[src/rtl/sdr_beat_pkg.sv]
package sdr_beat_pkg;

   typedef enum logic [1:0] {
      ST_IDLE   = 2'd0,
      ST_SETUP  = 2'd1,
      ST_ACCESS = 2'd2,
      ST_PRECH  = 2'd3
   } seq_st_t;

   // {cs_n, ras_n, cas_n, we_n}
   typedef enum logic [3:0] {
      CMD_DESEL = 4'b1111,
      CMD_ACT   = 4'b0011,
      CMD_RD    = 4'b0101,
      CMD_WR    = 4'b0100,
      CMD_PRE   = 4'b0010
   } sd_cmd_t;

endpackage

[src/rtl/sdr_beat_ctl.sv]
module sdr_beat_ctl
   import sdr_beat_pkg::*;
#(
   parameter int ADDR_W = 20,
   parameter int CNT_W  = 8,
   parameter int LANE_W = 1,
   parameter int ROW_LG = 9
) (
   input  logic              clk,
   input  logic              rst_n,
   input  logic              req_valid,
   input  logic [ADDR_W-1:0] req_addr,
   input  logic              req_write,
   input  logic              req_word,
   input  logic [CNT_W-1:0]  req_beats,
   output seq_st_t           st,
   output logic [ADDR_W-1:0] cur_addr,
   output logic              cur_write,
   output logic              cur_word,
   output logic              done
);

   localparam logic [ADDR_W-1:0] WORD_STEP = ADDR_W'(1 << LANE_W);
   localparam logic [ADDR_W-1:0] BYTE_STEP = ADDR_W'(1);

   logic [CNT_W-1:0]  left_q;
   logic [ADDR_W-1:0] addr_nxt;
   logic              row_change;
   logic              take;

   assign take       = req_valid && (req_beats != '0);
   assign addr_nxt   = cur_addr + (cur_word ? WORD_STEP : BYTE_STEP);
   assign row_change = addr_nxt[ADDR_W-1:ROW_LG] != cur_addr[ADDR_W-1:ROW_LG];

   always_ff @(posedge clk or negedge rst_n) begin
      if (!rst_n) begin
         st        <= ST_IDLE;
         cur_addr  <= '0;
         cur_write <= 1'b0;
         cur_word  <= 1'b0;
         left_q    <= '0;
         done      <= 1'b0;
      end else begin
         done <= (st == ST_PRECH) && (left_q == '0);
         unique case (st)
            ST_IDLE: begin
               if (take) begin
                  cur_addr  <= req_word ? {req_addr[ADDR_W-1:LANE_W], {LANE_W{1'b0}}}
                                        : req_addr;
                  cur_write <= req_write;
                  cur_word  <= req_word;
                  left_q    <= req_beats;
                  st        <= ST_SETUP;
               end
            end
            ST_SETUP:  st <= ST_ACCESS;
            ST_ACCESS: begin
               cur_addr <= addr_nxt;
               left_q   <= left_q - 1'b1;
               if ((left_q == CNT_W'(1)) || row_change) st <= ST_PRECH;
            end
            ST_PRECH:  st <= (left_q == '0) ? ST_IDLE : ST_SETUP;
            default:   st <= ST_IDLE;
         endcase
      end
   end

endmodule

[src/rtl/sdr_beat_lane.sv]
module sdr_beat_lane #(
   parameter int BYTES  = 2,
   parameter int LANE_W = 1
) (
   input  logic              en,
   input  logic              word,
   input  logic [LANE_W-1:0] lane,
   output logic [BYTES-1:0]  mask
);

   for (genvar i = 0; i < BYTES; i++) begin : g_lane
      assign mask[i] = en && !word && (lane != LANE_W'(i));
   end

endmodule

[src/rtl/sdr_beat_rdpipe.sv]
module sdr_beat_rdpipe #(
   parameter int MAX_LAT = 3,
   parameter int DATA_W  = 16,
   parameter int LAT_W   = 2
) (
   input  logic              clk,
   input  logic              rst_n,
   input  logic              fire,
   input  logic [LAT_W-1:0]  lat,
   input  logic [DATA_W-1:0] dq_in,
   output logic              vld,
   output logic [DATA_W-1:0] data
);

   logic [MAX_LAT-1:0] flags;
   logic               tap;

   if (MAX_LAT == 1) begin : g_one
      logic unused_lat;
      assign unused_lat = ^lat;
      always_ff @(posedge clk or negedge rst_n) begin
         if (!rst_n) flags <= '0;
         else        flags <= fire;
      end
      assign tap = flags[0];
   end else begin : g_multi
      always_ff @(posedge clk or negedge rst_n) begin
         if (!rst_n) flags <= '0;
         else        flags <= {flags[MAX_LAT-2:0], fire};
      end
      always_comb begin
         tap = flags[0];
         for (int k = 1; k < MAX_LAT; k++)
            if (int'(lat) == k + 1) tap = flags[k];
      end
   end

   always_ff @(posedge clk or negedge rst_n) begin
      if (!rst_n) begin
         vld  <= 1'b0;
         data <= '0;
      end else begin
         vld <= tap;
         if (tap) data <= dq_in;
      end
   end

endmodule

[src/rtl/sdr_beat_seq.sv]
module sdr_beat_seq
   import sdr_beat_pkg::*;
#(
   parameter int ADDR_W  = 20,
   parameter int DATA_W  = 16,
   parameter int CNT_W   = 8,
   parameter int ROW_LG  = 9,
   parameter int SA_W    = 13,
   parameter int AP_BIT  = 10,
   parameter int MAX_LAT = 3,
   localparam int BYTES  = DATA_W / 8,
   localparam int LAT_W  = $clog2(MAX_LAT + 1)
) (
   input  logic              clk,
   input  logic              rst_n,
   input  logic              req_valid,
   output logic              req_ready,
   input  logic [ADDR_W-1:0] req_addr,
   input  logic              req_write,
   input  logic              req_word,
   input  logic [CNT_W-1:0]  req_beats,
   input  logic [DATA_W-1:0] wr_data,
   output logic              wr_take,
   input  logic [LAT_W-1:0]  rd_lat,
   output logic              rd_valid,
   output logic [DATA_W-1:0] rd_data,
   output logic              done,
   output logic              sd_cs_n,
   output logic              sd_ras_n,
   output logic              sd_cas_n,
   output logic              sd_we_n,
   output logic [SA_W-1:0]   sd_addr,
   output logic [BYTES-1:0]  sd_dqm,
   output logic [DATA_W-1:0] sd_dq_out,
   output logic              sd_dq_oe,
   input  logic [DATA_W-1:0] sd_dq_in
);

   localparam int LANE_W = (BYTES > 1) ? $clog2(BYTES) : 1;
   localparam int ROW_W  = ADDR_W - ROW_LG;
   localparam int COL_W  = ROW_LG - LANE_W;

   if (DATA_W % 8 != 0 || BYTES < 2 || (1 << LANE_W) != BYTES) begin : g_bad_width
      $error("DATA_W must be a power-of-two count of bytes, two or more");
   end
   if (ROW_W < 1 || ROW_W > SA_W || COL_W > SA_W) begin : g_bad_addr
      $error("row or column does not fit the device address pins");
   end
   if (AP_BIT >= SA_W || AP_BIT < COL_W) begin : g_bad_ap
      $error("precharge-all bit must sit above the column inside sd_addr");
   end
   if (MAX_LAT < 1) begin : g_bad_lat
      $error("MAX_LAT must be at least one");
   end

   seq_st_t           st;
   logic [ADDR_W-1:0] cur_addr;
   logic              cur_write;
   logic              cur_word;
   logic              beat;
   logic              wbeat;
   logic [BYTES-1:0]  lane_mask;
   sd_cmd_t           cmd;

   sdr_beat_ctl #(
      .ADDR_W (ADDR_W),
      .CNT_W  (CNT_W),
      .LANE_W (LANE_W),
      .ROW_LG (ROW_LG)
   ) ctl_i (
      .clk       (clk),
      .rst_n     (rst_n),
      .req_valid (req_valid),
      .req_addr  (req_addr),
      .req_write (req_write),
      .req_word  (req_word),
      .req_beats (req_beats),
      .st        (st),
      .cur_addr  (cur_addr),
      .cur_write (cur_write),
      .cur_word  (cur_word),
      .done      (done)
   );

   assign beat      = (st == ST_ACCESS);
   assign wbeat     = beat && cur_write;
   assign req_ready = (st == ST_IDLE);

   sdr_beat_lane #(
      .BYTES  (BYTES),
      .LANE_W (LANE_W)
   ) lane_i (
      .en   (wbeat),
      .word (cur_word),
      .lane (cur_addr[LANE_W-1:0]),
      .mask (lane_mask)
   );

   sdr_beat_rdpipe #(
      .MAX_LAT (MAX_LAT),
      .DATA_W  (DATA_W),
      .LAT_W   (LAT_W)
   ) rdp_i (
      .clk   (clk),
      .rst_n (rst_n),
      .fire  (beat && !cur_write),
      .lat   (rd_lat),
      .dq_in (sd_dq_in),
      .vld   (rd_valid),
      .data  (rd_data)
   );

   always_comb begin
      sd_addr = '0;
      unique case (st)
         ST_SETUP: begin
            cmd                = CMD_ACT;
            sd_addr[ROW_W-1:0] = cur_addr[ADDR_W-1:ROW_LG];
         end
         ST_ACCESS: begin
            cmd                = cur_write ? CMD_WR : CMD_RD;
            sd_addr[COL_W-1:0] = cur_addr[ROW_LG-1:LANE_W];
         end
         ST_PRECH: begin
            cmd             = CMD_PRE;
            sd_addr[AP_BIT] = 1'b1;
         end
         default: cmd = CMD_DESEL;
      endcase
   end

   assign {sd_cs_n, sd_ras_n, sd_cas_n, sd_we_n} = cmd;
   assign sd_dqm    = lane_mask;
   assign sd_dq_oe  = wbeat;
   assign wr_take   = wbeat;
   assign sd_dq_out = wr_data;

endmodule

[config.mk]
export PLATFORM = sky130hd
export DESIGN_NAME = sdr_beat_seq
export DESIGN_NICKNAME = d
export VERILOG_FILES = /design/src/rtl/sdr_beat_pkg.sv /design/src/rtl/sdr_beat_ctl.sv /design/src/rtl/sdr_beat_lane.sv /design/src/rtl/sdr_beat_rdpipe.sv /design/src/rtl/sdr_beat_seq.sv
export SDC_FILE = /design/constraint.sdc
export NUM_CORES = 1
export LEC_CHECK = 0
export BUFFER_PORTS_ARGS = -buffer_cell sky130_fd_sc_hd__buf_2
export CAP_MARGIN = 20
export CORE_AREA = 2 2 75 91
export DETAILED_ROUTE_END_ITERATION = 10
export DIE_AREA = 0 0 77 93
export PLACE_DENSITY = 0.93
export SYNTH_ARGS = -nofsm -noshare
export SYNTH_HDL_FRONTEND = slang
export SYNTH_SLANG_ARGS = --single-unit
[constraint.sdc]
create_clock -name clk -period 6.7 [get_ports clk]
set_input_delay 0.67 -clock clk [delete_from_list [all_inputs] [get_ports clk]]
set_output_delay 0.67 -clock clk [all_outputs]
set_load 0.01 [all_outputs]
Word level (Yosys, flattened, before mapping):

Cells that the tools add are included.
Widths: inputs -> output; s select.

* register bits after elaboration: 53
* input port bits: 67
* logic and storage cells: 55

* add/subtract/negate cells: 2
* equality and inequality tests: 9
* muxes and demuxes: 17
* bitwise operators: 1
* reduce and logical (&&, ||, !) cells: 17

Operator list (count)
* $pmux 20 s2: 1
* $pmux 8 s2: 2
* $add 20x20->20: 1
* $mux 20: 1
* $pmux 4 s3: 1
* $ne 11x11->1: 1
* $eq 8x1->1 const B: 1
* $logic_not 8->1: 1
* $mux 2: 4
* $mux 8: 1
* $pmux 2 s4: 1
* $reduce_bool 8->1: 1
* $sub 8x1->8 const B: 1
* $logic_and 1x1->1: 7
* $eq 2x2->1 const B: 3
* $reduce_and 2->1: 3
* $mux 1: 5
* $eq 2x1->1 const B: 2
* $ne 2x1->1 const B: 2
* $logic_not 1->1: 2
* $logic_not 2->1: 1
* $pmux 1 s2: 1
* $reduce_bool 2->1: 1
* $logic_or 1x1->1: 1
* $not 1->1: 1

Longest topological paths before layout:

* word-level depth: 6
* depth in mapped cells: 9
* gate-level depth less buffers: 9

Cells and area by module:

Synthesis repeated with hierarchy kept, for this count alone.

* cells, all modules: 369
* area total of the unflattened synthesis: 3572.2 um^2

By module, submodules not included
* sdr_beat_ctl: instances 1, cells each 273, area an instance 2376.0 um^2
* sdr_beat_rdpipe: instances 1, cells each 40, area an instance 775.7 um^2
* sdr_beat_seq: instances 1, cells each 54, area an instance 399.1 um^2
* sdr_beat_lane: instances 1, cells each 2, area an instance 21.3 um^2

Worst setup path after synthesis:

Ideal clock, no wire load.

* path kind: reg-to-output
* start point: register ctl_i.st[0]
* end point: output port sd_dqm[0]
* arrival time: 1659 ps
* required time: 6030 ps
* path slack: 4371 ps
* cell stages (with the launch flop): 8
* cell sequence: dfrtp_1 > inv_1 > ha_1 > clkbuf_1 > buf_1 > nand2_1 > inv_1 > and3_1

* longest elaborated chain between the ends: 4

RTL lines
* start, declared: line sdr_beat_ctl.sv:16 `output seq_st_t st,`
* start signal, assigned: line sdr_beat_ctl.sv:62 `ST_PRECH: st <= (left_q == '0) ? ST_IDLE : ST_SETUP;`
* $eq 2x2->1: line sdr_beat_seq.sv:85 `assign beat = (st == ST_ACCESS);`
* $logic_and 1x1->1: line sdr_beat_seq.sv:86 `assign wbeat = beat && cur_write;`
* named net sd_dq_oe: line sdr_beat_seq.sv:35 `output logic sd_dq_oe,`
* $logic_and 1x1->1 (2 in a row): line sdr_beat_lane.sv:12 `assign mask[i] = en && !word && (lane != LANE_W'(i));`
* end, declared: line sdr_beat_seq.sv:33 `output logic [BYTES-1:0] sd_dqm,`

The timed path passes the listed nets, and every way through them passes these cells.

Final worst setup path:

* start point: register ctl_i.st[0]
* end point: output port sd_we_n

* longest elaborated chain between the ends: 2
* elaborated cells between the ends (all ways): 4
* classes of those cells: eq/ne (3); mux (1)

RTL lines
* $eq 2x2->1 or $eq 2x1->1 (tied branches): line sdr_beat_seq.sv:115 `unique case (st)`
* $pmux 4 s3 (*): line sdr_beat_seq.sv:115
* end, declared: line sdr_beat_seq.sv:31 `output logic sd_we_n,`

Every way passes the cells marked *; elsewhere a longest branch is shown, timed or not.

==> metrics.log <==
INFO  metric run_status = finished, final reports clean
INFO  metric totalPowerFinal = 1750 µW
INFO  metric grt_util_all_layers = 22.4%
INFO  metric postSynthCellCount = 346
INFO  metric slew_violations = 0
INFO  metric io_pins = 123
INFO  metric grt_antenna_before_repair = 0
INFO  metric start_util = 50.8%
INFO  metric postCtsResizedCells = 0
INFO  metric finalHoldViolCount = 0
INFO  metric floorplan.die_area = 7160 µm²
INFO  metric worst_clock_skew = 0.0109 ns
INFO  metric crit_path_start_kind = flip-flop
INFO  metric layout.filler_cells = 555
INFO  metric drt-vias-per-instance = 6.00
INFO  metric critical_path_peak_fanout = 47
INFO  metric timing.final.crit_share = 52.0%
INFO  metric max_stage_delay = 0.62 ns
INFO  metric first_global_vias = 2,758
INFO  metric globalRouteOverflowTotal = 0
INFO  metric wl = 7960 µm
INFO  metric number_of_endpoints_failing_setup_at_the_final_stage = 0
INFO  metric die_h = 93 µm
INFO  metric nets = 485
INFO  metric worst_slew_margin_rel = 29.9%
INFO  metric synth.top_cells.by_count = sky130_fd_sc_hd__dfrtp_1, sky130_fd_sc_hd__a21oi_1, sky130_fd_sc_hd__nand2_1
INFO  metric routedWlPerCell = 16.1 µm
INFO  metric grt_first_pass_wirelength = 12,800 µm
INFO  metric synth_top_cell_area_share = 41.3%
INFO  metric layoutNonFillerInstCount = 494
INFO  metric asyncSetResetFlopFracSynth = 100%
INFO  metric seq_power_share = 35.4%
INFO  metric ys_types = 53
INFO  metric power.density = 476 nW/µm²
INFO  metric final.min_clock_period = 3.48 ns
INFO  metric worst_slack = 3.22 ns
INFO  metric r2r_cells = 8
INFO  metric dp_worst_setup_slack = 3.64 ns
INFO  metric r2r-start = ctl_i.st[0]
INFO  metric critical_path.reg2reg.endpoint = ctl_i.cur_addr[15]
INFO  metric port_buffer_count = 88
INFO  metric cp-end-kind = output pin
INFO  metric max_clock_freq = 287 MHz
INFO  metric cts_num_sinks = 53
INFO  metric cts_buffers = 5
INFO  metric dr_total_vias = 2,962
INFO  metric worst_ep_arrival_time = 2.81 ns
INFO  metric hpwlAfterDp = 5650 µm
INFO  metric fp.dieW = 77 µm
INFO  metric clk_pwr_share = 12.9%
INFO  metric comb_power_share = 51.7%
INFO  metric synthesis_warning_total = 0
INFO  metric cell_internal_pwr = 970 µW
INFO  metric total_switching_power = 780 µW
INFO  metric drc = 0
INFO  metric postCtsSetupBuffers = 0
INFO  metric setup_total_negative_slack = 0 ns
INFO  metric drive_gt1_share = 31.1%
INFO  metric vdd_ir_drop_max = 0.000212 V
INFO  metric timing.hold.worst.class = reg2reg
INFO  metric syn-cell-area = 3210 µm²
INFO  metric numPlacedInstances = 486
INFO  metric cp_cell_sequence = inv_1 -> ha_1 -> buf_4 -> clkinv_1 -> nor2_1 -> nor2_1 -> o21bai_1 -> buf_2
INFO  metric synth_top_flop_cell = sky130_fd_sc_hd__dfrtp_1
INFO  metric cts-htree-levels = 2
INFO  metric gp_routability_congestion = 0.913
INFO  metric fp.coreArea = 6330 µm²
INFO  metric worst-slew-pin-transition = 1.05 ns
INFO  metric initialDrtViolationCount = 238
INFO  metric ys_top_cells_by_area = sky130_fd_sc_hd__dfrtp_1, sky130_fd_sc_hd__mux2_2, sky130_fd_sc_hd__buf_4, sky130_fd_sc_hd__a21oi_1, sky130_fd_sc_hd__ha_1
INFO  metric rows = 32
INFO  metric timing.setup.critical_path_class = reg2out
INFO  metric yosysMostFrequentCell = sky130_fd_sc_hd__dfrtp_1
INFO  metric worstHoldEndpoint = rdp_i.flags[1]
INFO  metric hold_ws = 0.388 ns
INFO  metric maxCapViolations = 0
INFO  metric synth_enable_flop_cells = 0
INFO  metric tritoncts = built
INFO  metric r2r_slack = 3.78 ns
INFO  metric ant_nets = 0
INFO  metric min_delay_path_depth = 0
INFO  metric postSynthRegisterBits = 53
INFO  metric synthDominantAreaCellType = sky130_fd_sc_hd__dfrtp_1
INFO  metric root_driver = sky130_fd_sc_hd__clkbuf_8
INFO  metric clkTransAtPathRegs = 0.10 ns
INFO  metric grt_start_max_net_pins = 54
INFO  metric worst-endpoint-required = 6.03 ns
INFO  metric worst_skew_pair.late_latency = 0.32 ns
INFO  metric crit_top_cell = sky130_fd_sc_hd__nor2_1
INFO  metric min_delay_startpoint = rdp_i.flags[0]
INFO  metric cts_buffer_depth = 2
INFO  metric postCtsHoldBufs = 0
INFO  metric drtPass1Iterations = 5
INFO  metric synth.avg_cell_area = 9.28 µm²
INFO  metric p_leak = 0.00174 µW
INFO  metric grt_setup_unrepaired = no
INFO  metric n_antenna_cell = 0
INFO  metric critical-path-slowest-cell = sky130_fd_sc_hd__clkinv_1
INFO  metric synth_sequential_area_ratio = 41.3%
INFO  metric net_switching_share_of_the_total_power = 44.6%
INFO  metric synthToLayoutAreaGrowth = 14.5%
-- routing by layer --
layer	GRT usage [%]	share of wire, %	wire [µm]	up-vias
met1	27.1	41	3280	1392
li1	-	-	-	1360
met3	4.63	6.8	538	35
met5	0	0	0	-
met4	11.6	3.7	297	0
met2	37.9	48	3850	175
-- kinds of logic (layout without fill, tap and decap cells) --
| logic type | Yosys count | after routing | synth area share (%) |
|---|---|---|---|
| AND/OR/NAND/NOR | 118 | 118 | 19.9 |
| multiplexers | 20 | 20 | 6.94 |
| flip-flops | 53 | 53 | 41.3 |
| buffers and inverters | 51 | 113 | 8.69 |
| adder cells (fa/ha/maj) | 10 | 10 | 4.13 |
| AO/OA/AOI/OAI | 93 | 93 | 18.9 |
| other | 1 | 2 | 0.117 |
-- cell usage in the layout, fill, tap and decap left out, drive strengths merged, types with 4 or more instances in the layout --
master | Yosys | routed
buf | 26 | 91
dfrtp | 53 | 53
nand2 | 28 | 28
a21oi | 28 | 28
nor2 | 19 | 19
mux2 | 18 | 18
o21ai | 17 | 17
inv | 13 | 13
nor2b | 11 | 11
and3 | 11 | 11
a22oi | 10 | 10
o22ai | 9 | 9
ha | 9 | 9
nand3 | 8 | 8
nor3 | 7 | 7
clkbuf | 11 | 6
and2 | 6 | 6
or4 | 5 | 5
nand2b | 4 | 4
and4 | 4 | 4
a31oi | 4 | 4
nand4 | 4 | 4
-- state kept, by name, summed over array words and instances (netlist names) --
name,count
ctl_i.cur_addr,20
rdp_i.data,16
ctl_i.cur_write,1
ctl_i.cur_word,1
ctl_i.done,1
rdp_i.flags,3
rdp_i.vld,1
ctl_i.left_q,8
ctl_i.st,2
-- cell type report --
cell class | count | area, µm² | area share, %
Clock inverter | 2 | 37.5 | 1.02
Clock buffer | 6 | 82.6 | 2.25
Tap cell | 85 | 106 | 2.89
Inverter | 14 | 52.6 | 1.43
Timing Repair Buffer | 91 | 463 | 12.6
Sequential cell | 53 | 1330 | 36.1
Multi-Input combinational cell | 243 | 1610 | 43.8
-- worst max-delay path: cells and delay by family (launching register included) --
| family | cells | cell delay (ns) |
|---|---|---|
| buffers and inverters | 4 | 1.32 |
| flip-flops | 1 | 0.45 |
| AND/OR/NAND/NOR | 2 | 0.39 |
| adder cells (fa/ha/maj) | 1 | 0.16 |
| AO/OA/AOI/OAI | 1 | 0.16 |
-- how the worst max path moves through the flow --
stage	startpoint	end	slack (ns)
after floorplan	ctl_i.st[0]	sd_dqm[0]	4.37
after global placement	ctl_i.st[0]	sd_we_n	3.76
after detailed placement	ctl_i.st[0]	sd_we_n	3.64
after CTS	ctl_i.st[0]	sd_we_n	3.29
after global routing	ctl_i.st[0]	sd_we_n	3.03
final	ctl_i.st[0]	sd_we_n	3.22
-- metrics by stage --
| stage | util, % | instance area, µm² |
|---|---|---|
| floorplan | - | 3210 |
| finish | 58.1 | 3680 |
| CTS | 58.1 | 3680 |
| global route | 58.1 | 3680 |
| detailed placement | 56.2 | 3560 |
| global placement | 56.2 | 3560 |
-- power groups by stage --
stage | Clock (µW) | Combinational, µW | Sequential (µW)
2_1_floorplan | 0 | 643 | 595
3_3_place_gp | 0 | 853 | 602
3_5_place_dp | 0 | 894 | 616
4_1_cts | 231 | 898 | 612
5_1_grt | 248 | 997 | 639
6_report | 226 | 905 | 619
Note: power is estimated with default switching activity, not from simulation.
